`config.mk`:
```
export PLATFORM = sky130hd
export DESIGN_NAME = fb_unpacker
export DESIGN_NICKNAME = d
export VERILOG_FILES = /design/src/rtl/fbu_pkg.sv /design/src/rtl/fbu_decode.sv /design/src/rtl/fbu_seq.sv /design/src/rtl/fbu_outreg.sv /design/src/rtl/fb_unpacker.sv
export SDC_FILE = /design/constraint.sdc
export NUM_CORES = 1
export LEC_CHECK = 0
export CORE_ASPECT_RATIO = 0.7
export CORE_MARGIN = 3
export CORE_UTILIZATION = 47
export CTS_BUF_LIST = sky130_fd_sc_hd__clkbuf_4
export DETAILED_ROUTE_END_ITERATION = 7
export PLACE_DENSITY = 0.76
export SYNTH_ARGS = -nofsm -noshare
export SYNTH_HDL_FRONTEND = slang
export SYNTH_HIERARCHICAL = 1
export SYNTH_SLANG_ARGS = --single-unit
```
`constraint.sdc`:
```
create_clock -name clk -period 3 [get_ports clk]
set_clock_uncertainty 0.2 [all_clocks]
set_input_delay 0.9 -clock clk [delete_from_list [all_inputs] [get_ports clk]]
set_output_delay 0.9 -clock clk [all_outputs]
set_load 0.03 [all_outputs]
```
`src/rtl/fbu_pkg.sv`:
```
package fbu_pkg;

  localparam int CHAN_W = 8;

  typedef enum logic [2:0] {
    DEPTH_PAL1  = 3'd0,
    DEPTH_PAL2  = 3'd1,
    DEPTH_PAL4  = 3'd2,
    DEPTH_PAL8  = 3'd3,
    DEPTH_555   = 3'd4,
    DEPTH_888   = 3'd5,
    DEPTH_565   = 3'd6,
    DEPTH_444   = 3'd7
  } depth_e;

  typedef struct packed {
    logic [CHAN_W-1:0] r;
    logic [CHAN_W-1:0] g;
    logic [CHAN_W-1:0] b;
  } rgb_t;

  function automatic logic [7:0] widen5(input logic [4:0] v);
    return {v, v[4:2]};
  endfunction

  function automatic logic [7:0] widen6(input logic [5:0] v);
    return {v, v[5:4]};
  endfunction

  function automatic logic [7:0] widen4(input logic [3:0] v);
    return {v, v};
  endfunction

  function automatic logic packs_two(input depth_e d);
    return (d == DEPTH_555) || (d == DEPTH_565) || (d == DEPTH_444);
  endfunction

endpackage

```
`src/rtl/fbu_decode.sv`:
```
module fbu_decode
  import fbu_pkg::*;
#(
  parameter int DATA_W = 32
) (
  input  logic [DATA_W-1:0] word_i,
  input  logic              upper_i,
  input  depth_e            depth_i,
  input  logic              swap_i,
  input  logic              tft_i,
  output logic              two_px_o,
  output rgb_t              pix_o
);

  localparam int HALF_W = DATA_W / 2;

  logic [HALF_W-1:0] half;
  logic [7:0]        lo_c, mid_c, hi_c;

  assign half = upper_i ? word_i[DATA_W-1:HALF_W] : word_i[HALF_W-1:0];

  always_comb begin
    lo_c  = '0;
    mid_c = '0;
    hi_c  = '0;
    unique case (depth_i)
      DEPTH_555: begin
        lo_c  = widen5(half[4:0]);
        mid_c = widen5(half[9:5]);
        hi_c  = widen5(half[14:10]);
      end
      DEPTH_565: begin
        lo_c  = widen5(half[4:0]);
        mid_c = widen6(half[10:5]);
        hi_c  = widen5(half[15:11]);
      end
      DEPTH_444: begin
        lo_c  = widen4(half[3:0]);
        mid_c = widen4(half[7:4]);
        hi_c  = widen4(half[11:8]);
      end
      DEPTH_888: begin
        lo_c  = word_i[7:0];
        mid_c = word_i[15:8];
        hi_c  = word_i[23:16];
      end
      default: begin
        lo_c  = '0;
        mid_c = '0;
        hi_c  = '0;
      end
    endcase
  end

  assign two_px_o = packs_two(depth_i);

  always_comb begin
    if (!tft_i) begin
      pix_o = '0;
    end else begin
      pix_o.g = mid_c;
      pix_o.r = swap_i ? hi_c : lo_c;
      pix_o.b = swap_i ? lo_c : hi_c;
    end
  end

endmodule

```
`src/rtl/fbu_seq.sv`:
```
module fbu_seq #(
  parameter int DATA_W = 32
) (
  input  logic              clk,
  input  logic              rst,
  input  logic              word_vld_i,
  input  logic [DATA_W-1:0] word_i,
  output logic              word_rdy_o,
  input  logic              adv_i,
  input  logic              two_px_i,
  output logic              load_o,
  output logic              upper_o,
  output logic [DATA_W-1:0] word_o
);

  logic              held_q;
  logic              upper_q;
  logic [DATA_W-1:0] word_q;
  logic              last;

  assign last       = !two_px_i || upper_q;
  assign load_o     = held_q && adv_i;
  assign word_rdy_o = !held_q || (adv_i && last);
  assign upper_o    = upper_q;
  assign word_o     = word_q;

  always_ff @(posedge clk) begin
    if (rst) begin
      held_q  <= 1'b0;
      upper_q <= 1'b0;
      word_q  <= '0;
    end else begin
      if (load_o) begin
        if (last) begin
          held_q  <= 1'b0;
          upper_q <= 1'b0;
        end else begin
          upper_q <= 1'b1;
        end
      end
      if (word_vld_i && word_rdy_o) begin
        word_q  <= word_i;
        held_q  <= 1'b1;
        upper_q <= 1'b0;
      end
    end
  end


  upper_needs_word_chk: assert property (@(posedge clk) disable iff (rst)
    upper_q |-> held_q);


  held_word_kept_chk: assert property (@(posedge clk) disable iff (rst)
    (held_q && !adv_i) |=> (held_q && $stable(word_q)));

endmodule

```
`src/rtl/fbu_outreg.sv`:
```
module fbu_outreg #(
  parameter int PIX_W = 24
) (
  input  logic             clk,
  input  logic             rst,
  input  logic             load_i,
  input  logic [PIX_W-1:0] pix_i,
  input  logic             rdy_i,
  output logic             adv_o,
  output logic             vld_o,
  output logic [PIX_W-1:0] pix_o
);

  logic             vld_q;
  logic [PIX_W-1:0] pix_q;

  assign adv_o = !vld_q || rdy_i;
  assign vld_o = vld_q;
  assign pix_o = pix_q;

  always_ff @(posedge clk) begin
    if (rst) begin
      vld_q <= 1'b0;
      pix_q <= '0;
    end else if (adv_o) begin
      vld_q <= load_i;
      if (load_i) pix_q <= pix_i;
    end
  end


  stalled_pixel_hold_chk: assert property (@(posedge clk) disable iff (rst)
    (vld_q && !rdy_i) |=> (vld_q && $stable(pix_q)));

endmodule

```
`src/rtl/fb_unpacker.sv`:
```
module fb_unpacker
  import fbu_pkg::*;
#(
  parameter int DATA_W   = 32,
  parameter int CTRL_W   = 16,
  parameter int BPP_LSB  = 1,
  parameter int SWAP_BIT = 8,
  parameter int TFT_BIT  = 5,
  parameter int PWR_BIT  = 11
) (
  input  logic                clk,
  input  logic                rst,
  input  logic [CTRL_W-1:0]   ctrl_i,
  input  logic                word_vld_i,
  output logic                word_rdy_o,
  input  logic [DATA_W-1:0]   word_i,
  output logic                pix_vld_o,
  input  logic                pix_rdy_i,
  output logic [3*CHAN_W-1:0] pix_o,
  output logic                panel_pwr_o
);

  localparam int PIX_W = 3 * CHAN_W;

  depth_e            depth;
  logic              adv, load, upper, two_px;
  logic [DATA_W-1:0] word_held;
  rgb_t              pix_dec;
  logic              pwr_q;

  assign depth = depth_e'(ctrl_i[BPP_LSB +: 3]);

  fbu_seq #(.DATA_W(DATA_W)) u_seq (
    .clk       (clk),
    .rst       (rst),
    .word_vld_i(word_vld_i),
    .word_i    (word_i),
    .word_rdy_o(word_rdy_o),
    .adv_i     (adv),
    .two_px_i  (two_px),
    .load_o    (load),
    .upper_o   (upper),
    .word_o    (word_held)
  );

  fbu_decode #(.DATA_W(DATA_W)) u_dec (
    .word_i  (word_held),
    .upper_i (upper),
    .depth_i (depth),
    .swap_i  (ctrl_i[SWAP_BIT]),
    .tft_i   (ctrl_i[TFT_BIT]),
    .two_px_o(two_px),
    .pix_o   (pix_dec)
  );

  fbu_outreg #(.PIX_W(PIX_W)) u_out (
    .clk   (clk),
    .rst   (rst),
    .load_i(load),
    .pix_i (pix_dec),
    .rdy_i (pix_rdy_i),
    .adv_o (adv),
    .vld_o (pix_vld_o),
    .pix_o (pix_o)
  );

  always_ff @(posedge clk) begin
    if (rst) pwr_q <= 1'b0;
    else     pwr_q <= ctrl_i[PWR_BIT];
  end
  assign panel_pwr_o = pwr_q;


  panel_pwr_follow_chk: assert property (@(posedge clk) disable iff (rst)
    1'b1 |=> (panel_pwr_o == $past(ctrl_i[PWR_BIT])));

endmodule

```
==> results_dict.tcl <==
set metrics [dict create \
    setup_viol 0 \
    cellLeakagePower_nw 1.63 \
    cap_viol_max_count 0 \
    route.final.wire_length_mm 8.96 \
    die_height_um 81.0 \
    postSynth.asyncResetShare_pct 0 \
    synth_enable_flop_cells 0 \
    reg2reg_start "u_seq/upper_o" \
    drt-initial-drc-count 197 \
    clkSinkCount 60 \
    grt_setup_unrepaired "false" \
    initial_standard_cell_utilization_of_the_core_pct 50.0 \
    fp-row-count 26 \
    crit_arrival_ns 1.88 \
    regToRegEndpoint "u_out/pix_o[4]" \
    place.detailed.hpwl_mm 6.43 \
    proportion_of_synthesized_chip_area_in_sequential_cells_pct 31.8 \
    holdBufCountCts 0 \
    worstMarginPinSlew_ns 0.460 \
    cts_root_buf "sky130_fd_sc_hd__clkbuf_4" \
    antenna_violating_nets_post_route 0 \
    worst_setup_hold_path_clk_slew_ns 0.08 \
    timing.reg2reg.worst_path_depth 7 \
    grt.overflow.total 0 \
    setup.reg_to_reg.worst_slack_ns 0.75 \
    min_delay_worst_endpoint "u_seq/word_o[15]" \
    cts.htree.levels 3 \
    final-hold-violation-count 0 \
    post-route-min-period_ns 2.98 \
    layout.core_utilization_pct 61.5 \
    layout-drive-gt1-share_pct 26.2 \
    post_synthesis_cell_area_mm2 0.00377 \
    cts_buffer_depth 2 \
    synth.distinct_cells 45 \
    buffer_ports.inserted 68 \
    synthCells 397 \
    synthesis.yosys.warnings 6 \
    crit_type "primary input to primary output" \
    fp.dieArea_mm2 0.00916 \
    critical_path_required_ns 1.90 \
    achievable-frequency_mhz 336 \
    timing.hold.worst_path_depth 2 \
    via_density_per_instance 5.46 \
    detail_route.drc_violations 0 \
    status "finished clean" \
    worst_ir_drop_vdd_mv 0.230 \
    mappedNetlistNets 449 \
    die_w_um 113 \
    worst_skew_pair.late_latency_ns 0.43 \
    detail_route.first_pass.iterations 5 \
    period_share_pct 99.2 \
    synth_ff_type "sky130_fd_sc_hd__dfxtp_1" \
    placeableCoreArea_mm2 0.00755 \
    layout.cells.most_common "sky130_fd_sc_hd__clkdlybuf4s50_1" \
    yosys_register_bits 60 \
    start_kind "primary input" \
    num-nets-final 513 \
    slew_headroom_pct 69.4 \
    wire_per_inst_um 15.9 \
    numCtsBuffers 9 \
    timing_max_transition_violations_final 0 \
    io_pins 79 \
    track_usage_pct 20.7 \
    antenna-diode-count 0 \
    first_global_vias 3047 \
    gpl.final_weighted_congestion 0.910 \
    min-delay-path-class "flop to flop" \
    syn_avg_cell_area_um2 9.51 \
    min-delay-start "u_seq/word_o[15]" \
    cp_max_fo 2 \
    grt_first_pass_wirelength_mm 15.0 \
    grt_max_degree 93 \
    power.density_mw_per_mm2 368 \
    clock_tree_from_tritoncts "done" \
    final.setup.tns_ns 0 \
    end_kind "primary output" \
    area_growth_pct 23.1 \
    layout_common_cells "63 x sky130_fd_sc_hd__clkdlybuf4s50_1, 60 x sky130_fd_sc_hd__dfxtp_1, 44 x sky130_fd_sc_hd__mux2i_1, 36 x sky130_fd_sc_hd__or2b_2, 30 x sky130_fd_sc_hd__nand2b_1" \
    antenna_found_initial 0 \
    via_count 3080 \
]
-- per-stage QoR --
stage | instances | instance area, µm² | power, mW | setup WS (ns) | hold WS (ns)
after global placement | 546 | 4500 | 1.22 | -0.868 | 0.280
final | 564 | 4640 | 1.71 | 0.0230 | 0.307
after CTS | 563 | 4640 | 1.72 | 0.0299 | 0.314
after detailed placement | 546 | 4500 | 1.22 | -0.911 | 0.294
after floorplan | 397 | 3780 | 1.11 | 0.0104 | 0.258
after global routing | 564 | 4640 | 1.79 | 0.00162 | 0.334
-- worst max-delay path by stage --
stage,startpoint,to,slack [ns]
detailed placement,ctrl_i[2],word_rdy_o,-0.91
floorplan,ctrl_i[1],word_rdy_o,0.01
finish,pix_rdy_i,word_rdy_o,0.02
CTS,pix_rdy_i,word_rdy_o,0.03
global route,pix_rdy_i,word_rdy_o,0.002
global placement,ctrl_i[2],word_rdy_o,-0.87
-- area by class of cell --
class                      instances  area [µm²]
clock buffer                      13        97.6
clock inverter                     3        13.8
fill                             657        2900
inverter                           4        15.0
multi-input combinational        298        2330
sequential                        60        1200
tap                               98         123
timing repair buffer              88         861
-- what timing repair did --
item                       in CTS  in global routing
setup endpoints to repair       1                  1
gates resized for setup        15                  1
pin swaps                       2                  1
buffers inserted                1                  1
-- cells in the mapped netlist, types with 2 or more instances --
cell	instances	area share (%)
sky130_fd_sc_hd__a211oi_2	5	1.7
sky130_fd_sc_hd__a21bo_1	24	6.4
sky130_fd_sc_hd__a21oi_1	14	1.9
sky130_fd_sc_hd__a21oi_2	24	5.6
sky130_fd_sc_hd__a221oi_2	2	0.80
sky130_fd_sc_hd__a22oi_1	3	0.60
sky130_fd_sc_hd__a31oi_1	4	0.66
sky130_fd_sc_hd__a41oi_1	3	0.70
sky130_fd_sc_hd__and3_1	2	0.33
sky130_fd_sc_hd__buf_2	10	1.3
sky130_fd_sc_hd__buf_4	2	0.40
sky130_fd_sc_hd__buf_6	8	2.4
sky130_fd_sc_hd__buf_8	3	1.2
sky130_fd_sc_hd__clkbuf_1	10	0.99
sky130_fd_sc_hd__dfxtp_1	60	32
sky130_fd_sc_hd__inv_1	4	0.40
sky130_fd_sc_hd__mux2_2	3	0.90
sky130_fd_sc_hd__mux2i_1	44	12
sky130_fd_sc_hd__nand2_1	13	1.3
sky130_fd_sc_hd__nand2b_1	30	5.0
sky130_fd_sc_hd__nand3_1	26	3.4
sky130_fd_sc_hd__nor2_1	10	0.99
sky130_fd_sc_hd__nor2b_4	2	0.73
sky130_fd_sc_hd__o21ai_0	16	2.1
sky130_fd_sc_hd__o22ai_1	17	2.8
sky130_fd_sc_hd__o22ai_2	3	0.99
sky130_fd_sc_hd__or2_1	2	0.33
sky130_fd_sc_hd__or2b_2	36	8.4
-- routing by layer --
metal  vias to the layer above  track usage (%)  routed length (µm)
met1                      1432             26.4                4240
met2                        96             33.6                4020
li1                       1541                -                   -
met3                        11             5.96                 570
met4                         0             7.56                 136
met5                         -                0                   0
-- cells by family after synthesis --
family | Yosys count | synth area share, %
flip-flops | 60 | 31.8
AO/OA/AOI/OAI | 118 | 25.2
buffers and inverters | 39 | 6.93
AND/OR/NAND/NOR | 130 | 22.4
multiplexers | 50 | 13.6
-- where the power goes --
| part | total, mW | switching, mW | internal (mW) |
|---|---|---|---|
| clock | 0.498 | 0.295 | 0.203 |
| sequential | 0.864 | 0.0313 | 0.832 |
| combinational | 0.348 | 0.172 | 0.176 |
-- critical path, cell delays in order --
cell	delay (ns)
sky130_fd_sc_hd__clkdlybuf4s50_1	0.48
sky130_fd_sc_hd__nand2b_4	0.14
sky130_fd_sc_hd__inv_2	0.04
sky130_fd_sc_hd__o21ai_2	0.17
sky130_fd_sc_hd__buf_6	0.15
-- state kept, by name (all words and copies together), names as in the netlist --
| register | count |
|---|---|
| panel_pwr_o | 1 |
| u_seq/word_o | 32 |
| u_out/vld_o | 1 |
| u_seq/held_q | 1 |
| u_out/pix_o | 24 |
| u_seq/upper_o | 1 |
Note: power is estimated with default switching activity, not from simulation.
